`config.mk`:
```
export PLATFORM = sky130hd
export DESIGN_NAME = irq_chain_top
export DESIGN_NICKNAME = d
export VERILOG_FILES = /design/src/rtl/irq_chain_pkg.sv /design/src/rtl/irq_cell.sv /design/src/rtl/irq_vec_mux.sv /design/src/rtl/irq_chain_top.sv
export SDC_FILE = /design/constraint.sdc
export NUM_CORES = 1
export LEC_CHECK = 0
export ABC_AREA = 1
export BUFFER_PORTS_ARGS = -buffer_cell sky130_fd_sc_hd__buf_4
export CORE_AREA = 2 2 39 41
export DETAILED_ROUTE_END_ITERATION = 16
export DIE_AREA = 0 0 41 43
export PLACE_DENSITY_LB_ADDON = 0.15
export SYNTH_ARGS = -nofsm -noshare
export SYNTH_HDL_FRONTEND = slang
export SYNTH_SLANG_ARGS = --single-unit
```
`constraint.sdc`:
```
create_clock -name clk -period 1.95 [get_ports clk]
set_input_delay 0.2925 -clock clk [delete_from_list [all_inputs] [get_ports clk]]
set_output_delay 0.2925 -clock clk [all_outputs]
set_load 0.005 [all_outputs]
```
`src/rtl/irq_chain_pkg.sv`:
```
package irq_chain_pkg;
  // Each cell owns a vector slot two apart, so bit 0 of every vector is 0.
  localparam int SLOT_STRIDE = 2;

  function automatic int slot_offset(input int idx);
    return idx * SLOT_STRIDE;
  endfunction
endpackage

```
`src/rtl/irq_cell.sv`:
```
module irq_cell (
  input  logic clk,
  input  logic rst,
  input  logic en_in,
  input  logic req,
  input  logic ack,
  input  logic done,
  output logic en_out,
  output logic ask,
  output logic grant
);
  logic pend_q;
  logic svc_q;

  assign ask    = en_in & pend_q;
  assign grant  = ack & en_in & pend_q;
  assign en_out = en_in & ~(pend_q | svc_q);

  always_ff @(posedge clk) begin
    if (rst) begin
      pend_q <= 1'b0;
      svc_q  <= 1'b0;
    end else if (grant) begin
      pend_q <= 1'b0;
      svc_q  <= 1'b1;
    end else if (done && en_in && svc_q) begin
      svc_q  <= 1'b0;
    end else if (req && !pend_q && !svc_q) begin
      pend_q <= 1'b1;
    end
  end
endmodule

```
`src/rtl/irq_vec_mux.sv`:
```
module irq_vec_mux
  import irq_chain_pkg::*;
#(
  parameter int NCELL    = 4,
  parameter int VEC_W    = 8,
  parameter int VEC_BASE = 64
) (
  input  logic [NCELL-1:0] grant,
  output logic [VEC_W-1:0] vec,
  output logic             any
);
  always_comb begin
    vec = '0;
    any = 1'b0;
    for (int i = NCELL - 1; i >= 0; i--) begin
      if (grant[i]) begin
        vec = VEC_W'(VEC_BASE + slot_offset(i));
        any = 1'b1;
      end
    end
  end
endmodule

```
`src/rtl/irq_chain_top.sv`:
```
module irq_chain_top #(
  parameter int NCELL    = 4,
  parameter int VEC_W    = 8,
  parameter int VEC_BASE = 64
) (
  input  logic             clk,
  input  logic             rst,
  input  logic             chain_in,
  input  logic [NCELL-1:0] req_i,
  input  logic             ack_i,
  input  logic             done_i,
  output logic             irq_o,
  output logic [VEC_W-1:0] vec_o,
  output logic             vec_valid_o,
  output logic             chain_out
);
  localparam int LINKS = NCELL + 1;

  logic [LINKS-1:0] link;
  logic [NCELL-1:0] ask;
  logic [NCELL-1:0] grant;
  logic [VEC_W-1:0] vec_sel;
  logic             vec_any;
  logic [VEC_W-1:0] vec_q;
  logic             valid_q;

  assign link[0] = chain_in;

  for (genvar g = 0; g < NCELL; g++) begin : g_cell
    irq_cell u_cell (
      .clk    (clk),
      .rst    (rst),
      .en_in  (link[g]),
      .req    (req_i[g]),
      .ack    (ack_i),
      .done   (done_i),
      .en_out (link[g+1]),
      .ask    (ask[g]),
      .grant  (grant[g])
    );
  end

  irq_vec_mux #(
    .NCELL    (NCELL),
    .VEC_W    (VEC_W),
    .VEC_BASE (VEC_BASE)
  ) u_mux (
    .grant (grant),
    .vec   (vec_sel),
    .any   (vec_any)
  );

  always_ff @(posedge clk) begin
    if (rst) begin
      vec_q   <= '0;
      valid_q <= 1'b0;
    end else begin
      valid_q <= vec_any;
      if (vec_any) vec_q <= vec_sel;
    end
  end

  assign irq_o       = |ask;
  assign chain_out   = link[NCELL];
  assign vec_o       = vec_q;
  assign vec_valid_o = valid_q;
endmodule

```
==> run_results.csv <==
group,metric,value,unit
outcome,outcome,"finished clean",
clock_tree,cts-root-buf,"clkbuf_4",
layout,syn2layout_area_growth,21.0,%
yosys,synth_flop_cell,"dfxtp_1",
pwr,power.density,710,nW/µm²
pwr,power.leakage,0.368,nW
drt,wirelength,1070,µm
layout,diodes,0,
die,die_w,41,µm
clock_tree,cts_tree,"yes",
yosys,syn_area_per_cell,7.09,µm²
pwr,p_comb_share,18.6,%
pwr,switching_share,26.6,%
die,fp-row-count,14,
timing,tns,0,ps
drt,viasPerCell,4.59,
yosys,synthTopCellsByCount,"nand2_1 (18), inv_1 (13), dfxtp_1 (12)",
yosys,syn_inst,84,
die,initial_core_util,43.0,%
worst_setup_path,cp.required,1660,ps
place,dp_hpwl,858,µm
pwr,power,0.511,mW
pwr,vdd_drop_max,428,µV
grt,grt_max_degree,8,
yosys,synth_seq_cells,12,
grt,grt_pass1_wl,1770,µm
worst_setup_path,arrival,1330,ps
pwr,p_int,0.375,mW
layout,finalNetCount,111,
pwr,power.share.sequential,53.4,%
place,port_buffers,14,
clock_tree,cts.sinks,12,
drt,drtPass1Iterations,3,
clock_tree,post_cts_resized,0,
grt,grt_pass1_vias,450,
yosys,async_flop_share,0,%
layout,fin_util,52.1,%
place,gp_congestion,0.769,
yosys,synth_simple_gate_area_share,33.2,%
yosys,synth-compound-area-share,11.3,%
worst_setup_path,criticalPathCategory,"reg2out",
drt,drtIter0Drc,3,
drt,antenna_left,0,
timing,clock_skew,3.25,ps
timing,fin_crit_sh,83.3,%
yosys,synth_adder_area_share,0,%
clock_tree,cts_max_path_buffers,2,
worst_setup_path,crit_path_end_kind,"output port",
timing,hold_viol_final,0,
pwr,power_switching,0.136,mW
yosys,yosys_warnings,0,
place,pre_cts_ws,612,ps
die,dieArea,1760,µm²
hold_path,hp-class,"in2reg",
yosys,synth_top_area_share,40.3,%
worst_setup_path,critPathTopFamily,"simple AND/OR/NAND/NOR gates",
layout,fillers,158,
yosys,synth_top_area_cell,"dfxtp_1",
drt,drc,0,
timing,setup_violations,0,
grt,grt_antenna_before_repair,0,
flow_run,cap_violations,0,
yosys,syn-cell-area,596,µm²
yosys,synth.area.top_cells,"dfxtp_1 (40%), nand2_1 (11%), inv_1 (8.2%)",
grt,track_usage,15.3,%
yosys,synth_top_family_by_area,"simple AND/OR/NAND/NOR gates",
die,die_h,43,µm
clock_tree,postCtsSetupBuffers,0,
clock_tree,cts_buffers,3,
clock_tree,hold_buffers,0,
timing,post-route-worst-setup-slack,326,ps
die,io_pins,20,
timing,rsz0062_at_grt,"false",
yosys,synth-edff-count,0,
clock_tree,worstSkewPairLatency,260,ps
timing,drv_slew,0,
clock_tree,clk_pin_slew_worst_paths,70,ps
worst_setup_path,worst-path-buf-inv,2,
pwr,p_clk_share,28.0,%
worst_setup_path,startpoint_type,"flop",
drt,routedWlPerCell,9.26,µm
grt,overflow,0,
timing,period_needed,1620,ps
layout,design_area,721,µm²
worst_setup_path,path_max_fanout,4,
worst_setup_path,crit_chain,"nor2_1 -> inv_1 -> nor2_4 -> nand2_1 -> nor3_1 -> buf_4",
yosys,ys_seq_area_share,40.3,%
yosys,synth_most_common_cell,"nand2_1",
worst_setup_path,critPathMaxStageDelay,340,ps
die,coreArea,1380,µm²
yosys,muxShareOfSynthArea,0,%
yosys,synth-xor-area-share,0,%
yosys,ys_types,18,
drt,vias,533,
worst_setup_path,crit_path_top_delay_cell,"dfxtp_1",
place,placed_area,698,µm²
layout,drive_gt1_share,24.0,%
timing,fmax,616,MHz
clock_tree,h-tree-depth,1,
cell usage in the layout, fill, tap and decap left out, drive strengths merged:
| master | synthesis | routed |
|---|---|---|
| a21oi | 9 | 9 |
| buf | 5 | 14 |
| clkbuf | 0 | 3 |
| conb | 1 | 5 |
| dfxtp | 12 | 12 |
| inv | 13 | 13 |
| nand2 | 20 | 20 |
| nand3 | 6 | 6 |
| nand4 | 2 | 2 |
| nor2 | 11 | 11 |
| nor3 | 1 | 1 |
| o211ai | 1 | 1 |
| o21ai | 3 | 3 |
kinds of logic (layout without fill, tap and decap cells):
| logic type | after synthesis | count (layout) |
|---|---|---|
| AOI/OAI and AO/OA | 13 | 13 |
| and+or+nand+nor | 40 | 40 |
| other | 1 | 5 |
| DFF | 12 | 12 |
| buffers and inverters | 18 | 30 |
layout make-up:
cell class / count / area [µm²] / area share, %
multi-input cells: 58 / 284 / 39.4
clock buffers: 3 / 22.5 / 3.13
inverters: 13 / 48.8 / 6.77
repair buffers: 14 / 105 / 14.6
flip-flops and latches: 12 / 240 / 33.3
well taps: 16 / 20.0 / 2.78
per-layer routing:
layer	GRT usage (%)	vias up	wire (µm)
met3	9.42	0	56
met2	21.3	10	504
met5	0	-	0
met1	18.5	233	513
li1	-	290	-
met4	6.00	0	0
final timing paths:
check | start | end | slack [ps] | cells after the start
worst max-delay path | g_cell[1].u_cell.pend_q | chain_out | 330 | 6
worst min-delay path | rst | g_cell[2].u_cell.svc_q | 230 | 2
worst max register to register | g_cell[1].u_cell.pend_q | g_cell[3].u_cell.pend_q | 810 | 6
worst min register to register | vec_o[6] | vec_o[6] | 450 | 2
registers in the layout, indices dropped and copies added, names as in the netlist:
register	cells
vec_o	3
g_cell.u_cell.svc_q	4
g_cell.u_cell.pend_q	4
vec_valid_o	1
power groups by stage:
stage	Sequential (mW)	Combinational (mW)	Clock [mW]
final	0.273	0.0949	0.143
after detailed placement	0.279	0.0952	0
after floorplan	0.277	0.0617	0
after global routing	0.275	0.108	0.162
after CTS	0.273	0.0958	0.153
after global placement	0.279	0.0942	0
through the flow:
| step | instances | hold slack (ps) |
|---|---|---|
| after CTS | 116 | 223 |
| after floorplan | 88 | 362 |
| after global routing | 116 | 222 |
| final | 116 | 233 |
| after global placement | 113 | 440 |
| after detailed placement | 113 | 445 |
Note: power is estimated with default switching activity, not from simulation.
